### src/rtl/alarm_pkg.sv
package alarm_pkg;
  localparam int NUM_ALARMS = 6;
  localparam int NUM_THR    = 5;
  localparam int SEL_W      = 3;

  localparam int B_COUNT = 0;
  localparam int B_CLOCK = 1;
  localparam int B_RATE  = 2;
  localparam int B_POS   = 3;
  localparam int B_NEG   = 4;
  localparam int B_PIN   = 5;

  localparam logic [NUM_ALARMS-1:0] STICKY_BITS = 6'b111100;

  localparam logic [SEL_W-1:0] SEL_THR_COUNT = 3'd0;
  localparam logic [SEL_W-1:0] SEL_THR_CLOCK = 3'd1;
  localparam logic [SEL_W-1:0] SEL_THR_RATE  = 3'd2;
  localparam logic [SEL_W-1:0] SEL_THR_POS   = 3'd3;
  localparam logic [SEL_W-1:0] SEL_THR_NEG   = 3'd4;
  localparam logic [SEL_W-1:0] SEL_MASK      = 3'd5;
  localparam logic [SEL_W-1:0] SEL_CLEAR     = 3'd6;

  typedef struct packed {
    logic [NUM_THR-1:0] loadThr;
    logic               loadMask;
    logic               clearReq;
    logic               pinChange;
    logic               tickNow;
    logic               edgeNow;
  } alarmStrobe_t;
endpackage

### src/rtl/alarm_ctrl.sv
module alarm_ctrl
  import alarm_pkg::*;
#(
  parameter int SYNC_STAGES = 2
) (
  input  logic             clk,
  input  logic             rstN,
  input  logic             wrEn,
  input  logic [SEL_W-1:0] wrSel,
  input  logic             pioPin,
  input  logic             secTick,
  input  logic             cntEdge,
  output alarmStrobe_t     strobe
);
  localparam int LAST = SYNC_STAGES - 1;

  logic [SYNC_STAGES-1:0] syncQ;
  logic                   prevQ;

  // Two-flop synchroniser chain followed by one edge-detect flop.
  always_ff @(posedge clk or negedge rstN) begin
    if (!rstN) begin
      syncQ <= '0;
      prevQ <= 1'b0;
    end else begin
      syncQ <= {syncQ[LAST-1:0], pioPin};
      prevQ <= syncQ[LAST];
    end
  end

  always_comb begin
    strobe = '0;
    for (int i = 0; i < NUM_THR; i++) begin
      strobe.loadThr[i] = wrEn && (wrSel == SEL_W'(i));
    end
    strobe.loadMask  = wrEn && (wrSel == SEL_MASK);
    strobe.clearReq  = wrEn && (wrSel == SEL_CLEAR);
    strobe.pinChange = syncQ[LAST] ^ prevQ;
    strobe.tickNow   = secTick;
    strobe.edgeNow   = cntEdge;
  end
endmodule

### src/rtl/alarm_dp.sv
module alarm_dp
  import alarm_pkg::*;
#(
  parameter int CNT_W  = 32,
  parameter int RTC_W  = 32,
  parameter int ADC_W  = 16,
  parameter int RATE_W = 16,
  parameter int DATA_W = 32
) (
  input  logic                  clk,
  input  logic                  rstN,
  input  alarmStrobe_t          strobe,
  input  logic [DATA_W-1:0]     wrData,
  input  logic [CNT_W-1:0]      cntVal,
  input  logic [RTC_W-1:0]      rtcVal,
  input  logic [ADC_W-1:0]      adcPos,
  input  logic [ADC_W-1:0]      adcNeg,
  output logic [NUM_ALARMS-1:0] statusQ,
  output logic                  searchHit,
  output logic [CNT_W-1:0]      thrCountQ,
  output logic [RTC_W-1:0]      thrClockQ,
  output logic [ADC_W-1:0]      thrPosQ
);
  logic [RATE_W-1:0]     thrRateQ;
  logic [ADC_W-1:0]      thrNegQ;
  logic [NUM_ALARMS-1:0] maskQ;
  logic [RATE_W-1:0]     rateCountQ;
  logic [RATE_W:0]       windowTotal;
  logic [NUM_ALARMS-1:0] condVec;
  logic [NUM_ALARMS-1:0] clearVec;
  logic [NUM_ALARMS-1:0] statusD;

  // Threshold and mask registers.
  always_ff @(posedge clk or negedge rstN) begin
    if (!rstN) begin
      thrCountQ <= '1;
      thrClockQ <= '1;
      thrRateQ  <= '1;
      thrPosQ   <= '1;
      thrNegQ   <= '1;
      maskQ     <= '0;
    end else begin
      if (strobe.loadThr[SEL_THR_COUNT]) thrCountQ <= wrData[CNT_W-1:0];
      if (strobe.loadThr[SEL_THR_CLOCK]) thrClockQ <= wrData[RTC_W-1:0];
      if (strobe.loadThr[SEL_THR_RATE])  thrRateQ  <= wrData[RATE_W-1:0];
      if (strobe.loadThr[SEL_THR_POS])   thrPosQ   <= wrData[ADC_W-1:0];
      if (strobe.loadThr[SEL_THR_NEG])   thrNegQ   <= wrData[ADC_W-1:0];
      if (strobe.loadMask)               maskQ     <= wrData[NUM_ALARMS-1:0];
    end
  end

  // Events per window; a pulse in the tick cycle closes with the window.
  assign windowTotal = {1'b0, rateCountQ} + (RATE_W+1)'(strobe.edgeNow);

  always_ff @(posedge clk or negedge rstN) begin
    if (!rstN) begin
      rateCountQ <= '0;
    end else if (strobe.tickNow) begin
      rateCountQ <= '0;
    end else if (strobe.edgeNow && (rateCountQ != '1)) begin
      rateCountQ <= rateCountQ + 1'b1;
    end
  end

  always_comb begin
    condVec          = '0;
    condVec[B_COUNT] = cntVal >= thrCountQ;
    condVec[B_CLOCK] = rtcVal >= thrClockQ;
    condVec[B_RATE]  = strobe.tickNow && (windowTotal > {1'b0, thrRateQ});
    condVec[B_POS]   = adcPos > thrPosQ;
    condVec[B_NEG]   = adcNeg > thrNegQ;
    condVec[B_PIN]   = strobe.pinChange;
    clearVec = strobe.clearReq ? (wrData[NUM_ALARMS-1:0] & STICKY_BITS) : '0;
  end

  // Each bit is built as a level follower or a sticky latch.
  for (genvar g = 0; g < NUM_ALARMS; g++) begin : gBit
    if (STICKY_BITS[g]) begin : gSticky
      assign statusD[g] = (statusQ[g] & ~clearVec[g]) | condVec[g];
    end else begin : gLevel
      assign statusD[g] = condVec[g];
    end
  end

  always_ff @(posedge clk or negedge rstN) begin
    if (!rstN) statusQ <= '0;
    else       statusQ <= statusD;
  end

  assign searchHit = |(statusQ & maskQ);
endmodule

### src/rtl/alarm_monitor.sv
module alarm_monitor
  import alarm_pkg::*;
#(
  parameter int CNT_W  = 32,
  parameter int RTC_W  = 32,
  parameter int ADC_W  = 16,
  parameter int RATE_W = 16,
  parameter int DATA_W = 32
) (
  input  logic                  clk,
  input  logic                  rstN,
  input  logic                  wrEn,
  input  logic [SEL_W-1:0]      wrSel,
  input  logic [DATA_W-1:0]     wrData,
  input  logic [CNT_W-1:0]      cntVal,
  input  logic [RTC_W-1:0]      rtcVal,
  input  logic [ADC_W-1:0]      adcPos,
  input  logic [ADC_W-1:0]      adcNeg,
  input  logic                  secTick,
  input  logic                  cntEdge,
  input  logic                  pioPin,
  output logic [NUM_ALARMS-1:0] statusOut,
  output logic                  searchHit
);
  alarmStrobe_t     strobe;
  logic [CNT_W-1:0] thrCountQ;
  logic [RTC_W-1:0] thrClockQ;
  logic [ADC_W-1:0] thrPosQ;

  alarm_ctrl #(.SYNC_STAGES(2)) uCtrl (
    .clk(clk), .rstN(rstN), .wrEn(wrEn), .wrSel(wrSel),
    .pioPin(pioPin), .secTick(secTick), .cntEdge(cntEdge), .strobe(strobe)
  );

  alarm_dp #(
    .CNT_W(CNT_W), .RTC_W(RTC_W), .ADC_W(ADC_W), .RATE_W(RATE_W), .DATA_W(DATA_W)
  ) uDp (
    .clk(clk), .rstN(rstN), .strobe(strobe), .wrData(wrData),
    .cntVal(cntVal), .rtcVal(rtcVal), .adcPos(adcPos), .adcNeg(adcNeg),
    .statusQ(statusOut), .searchHit(searchHit),
    .thrCountQ(thrCountQ), .thrClockQ(thrClockQ), .thrPosQ(thrPosQ)
  );
endmodule

### config.mk
export PLATFORM = sky130hd
export DESIGN_NAME = alarm_monitor
export DESIGN_NICKNAME = d
export VERILOG_FILES = /design/src/rtl/alarm_pkg.sv /design/src/rtl/alarm_ctrl.sv /design/src/rtl/alarm_dp.sv /design/src/rtl/alarm_monitor.sv
export SDC_FILE = /design/constraint.sdc
export NUM_CORES = 1
export LEC_CHECK = 0
export BUFFER_PORTS_ARGS = -buffer_cell sky130_fd_sc_hd__buf_2
export CAP_MARGIN = 15
export CORE_MARGIN = 8
export CORE_UTILIZATION = 45
export CTS_BUF_LIST = sky130_fd_sc_hd__clkbuf_2
export DETAILED_ROUTE_END_ITERATION = 16
export GPL_TIMING_DRIVEN = 0
export PLACE_DENSITY_LB_ADDON = 0.3
export SYNTH_ARGS = -nofsm -noshare
export SYNTH_HDL_FRONTEND = slang
export SYNTH_HIERARCHICAL = 1
export SYNTH_SLANG_ARGS = --single-unit
export TNS_END_PERCENT = 100
### constraint.sdc
create_clock -name clk -period 2.64 [get_ports clk]
set_clock_uncertainty 0.2 [all_clocks]
set_input_delay 0.264 -clock clk [delete_from_list [all_inputs] [get_ports clk]]
set_output_delay 0.264 -clock clk [all_outputs]
set_load 0.01 [all_outputs]
==> out/qor.txt <==
status: complete, no violations
Setup Viol. Count Final: 0
remaining global-route overflow: 0
Max Clock Freq: 382 MHz
Max stage delay on crit path: 580 ps
most frequent cells in the layout: 140 x buf_2, 139 x nand2_1, 135 x dlygate4sd3_1
Tmin final: 2620 ps
Die Ht: 154 um
Area after DPL: 0.00958 sq mm
Post-synth EDFFs: 0
drt first pass iters: 4
Slowest cell on crit path: dlygate4sd3_1
setup TNS: 0 ps
largest net degree at the start of global routing: 101
Yosys reg bits: 143
Final Wtd Congestion: 0.799
die area: 0.0236 sq mm
commonest non-fill, non-tap cell in the layout: buf_2
Initial Util: 45.8%
Clock Latency Late Sink: 700 ps
max cap viols: 0
post-DR wirelength/cell: 17.4 um
RSZ-0062 raised after global routing: true
count of cell types in the netlist: 50
Ys Warns: 6
met2 wire len: 12300 um
Layout area overhead: 34.3%
Port Buffers: 141
CP max FO: 2
pwr/cell area: 550 mW/mm^2
syn nets: 1164
CTS tree: built
Final Util: 61.5%
async set-or-reset flop fraction in the synthesized netlist: 100%
die width: 154 um
WP data required: 3050 ps
worst hold path class: in -> reg
root buffer cell: clkbuf_2
Post-Syn Instances: 912
Leak: 5.19 nW
WL met3: 1410 um
H-tree depth: 4
fin nets: 1467
Crit Path Class: reg -> reg
Routed Wire Length: 25500 um
Via Count: 7776
layout cells sized above 1: 28.9%
row cnt: 50
DRC: 0
routed vias/inst: 5.31
antenna-violating nets left: 0
fin. max-slew vios: 0
number of DRC markers in iteration 0: 628
critical-path cell list: inv_1 -> ha_1 -> nand3_1 -> dlygate4sd3_1 -> nand2_1 -> a211o_1 -> a221o_1
crit path DAT: 3030 ps
CP startpoint kind: flop
Tot Pwr: 6.31 mW
vias in the first global route: 8137
Mean Syn Cell Area: 9.36 sq um
clk slew on worst S/H paths: 210 ps
sequential area share after synthesis: 43.6%
final instance area: 0.0115 sq mm
core box area: 0.0186 sq mm
clk buf depth: 2
Final HPWL DP: 17000 um
Ports: 144
Slew @ Worst Pin: 965 ps
Crit. End Element: flop
top_reg_cell synth: dfstp_2
peak supply drop: 0.000311 V
highest metal used: met4
post-synthesis cell area: 0.00854 sq mm
first-pass GRT wire length: 41000 um
Period Utilization, post-route: 99.2%
Met1 Wirelength: 11200 um
TritonCTS Buffers: 17
clk sink count: 143
final-report hold violation count: 0
initial antenna violation count: 3
Slew headroom: 35.5%
Total GRT Usage: 21.4%
cells by family (layout without fill, tap and decap cells):
| kind of cell | after synthesis | count (layout) | share of synthesized area (%) |
|---|---|---|---|
| AOI/OAI and AO/OA | 208 | 208 | 14.0 |
| xor gates and xnor gates | 24 | 24 | 2.46 |
| adders and majority gates | 115 | 115 | 16.9 |
| buffers and inverters | 149 | 465 | 6.73 |
| DFF | 143 | 143 | 43.6 |
| muxes | 12 | 12 | 1.57 |
| other | 0 | 2 | 0 |
| and+or+nand+nor | 261 | 261 | 14.8 |
path summary, 6_finish.rpt:
| path | cells after the start | slack (ps) | end | startpoint |
|---|---|---|---|---|
| worst max-delay path | 7 | 20 | uDp/statusQ[3]$_DFF_PN0_ | uDp/thrPosQ[5]$_DFFE_PN1P_ |
| worst min-delay path | 6 | 20 | uDp/statusQ[1]$_DFF_PN0_ | rtcVal[4] |
| worst max register to register | 7 | 20 | uDp/statusQ[3]$_DFF_PN0_ | uDp/thrPosQ[5]$_DFFE_PN1P_ |
| worst min register to register | 0 | 210 | uCtrl/syncQ[1]$_DFF_PN0_ | uCtrl/syncQ[0]$_DFF_PN0_ |
| max in group asynchronous | 4 | 220 | uDp/rateCountQ[9]$_DFFE_PN0P_ | rstN |
| min in group asynchronous | 3 | 550 | uDp/thrClockQ[22]$_DFFE_PN1P_ | rstN |
cell type report:
type	instances	area (sq um)
multi-input combinational	620	4450
clock buffer	20	100
timing repair buffer	284	2140
clock inverter	12	168
sequential	143	3720
inverter	117	439
fill	1494	7180
buffer	32	146
antenna	2	5.00
tap	234	293
per-layer routing:
| layer | vias up | track usage (%) |
|---|---|---|
| met5 | - | 0 |
| met4 | 0 | 8.21 |
| met3 | 41 | 4.46 |
| met2 | 251 | 35.4 |
| met1 | 3757 | 27.1 |
| li1 | 3727 | - |
synthesized netlist by cell type (all sizes together), types with 4 or more instances:
library cell | instances | area (sq um)
nand2 | 139 | 522
o21ai | 125 | 629
inv | 117 | 439
ha | 115 | 1440
dfstp | 112 | 2940
a21oi | 41 | 205
dfrtp | 31 | 776
nand3 | 28 | 153
nor2 | 28 | 105
clkbuf | 27 | 103
nand4 | 19 | 119
xor2 | 16 | 140
mux2 | 11 | 124
a21o | 10 | 75.1
and4 | 9 | 81.3
xnor2 | 8 | 70.1
a221o | 7 | 70.1
nor2b | 7 | 43.8
o211ai | 7 | 66.3
and3 | 5 | 31.3
buf | 5 | 32.5
and2 | 4 | 25.0
nor3 | 4 | 20.0
state kept, by name (all words and copies together), names as in the netlist:
signal / cells
uDp/statusQ: 6
uDp/rateCountQ: 16
uDp/thrPosQ: 16
uDp/thrCountQ: 32
uCtrl/syncQ: 2
uDp/thrNegQ: 16
uCtrl/prevQ: 1
uDp/thrClockQ: 32
uDp/thrRateQ: 16
uDp/maskQ: 6
repair_timing:
| item | in CTS | in global routing |
|---|---|---|
| resized for setup | 14 | 32 |
| hold buffers | 134 | 1 |
| endpoints found under the setup margin | 1 | 6 |
| pin swaps | 2 | 13 |
| buffers inserted | 2 | 4 |
| hold endpoints to repair | 198 | 1 |
report_power, final:
part	internal, mW	switching (mW)	leakage, nW
Clock	0.626	0.798	0.159
Sequential	2.83	0.132	1.56
Combinational	0.893	1.03	3.47
Total	4.35	1.96	5.19
stage by stage:
step | worst slack, ps | cells | hold slack [ps]
global route | -25.8 | 1464 | 0.986
CTS | 2.00 | 1457 | 0.945
global placement | -891 | 1287 | 138
detailed placement | -270 | 1289 | 27.2
finish | 19.9 | 1464 | 19.2
floorplan | 19.8 | 912 | -232
critical path: cells and delay by family, from the launching register on:
family	cells	cell delay, ps
buf+inv	2	640
flops	1	560
compound gates	2	620
simple gates	2	180
fa+ha+maj	1	330
Power figures use the tool's default switching activity.
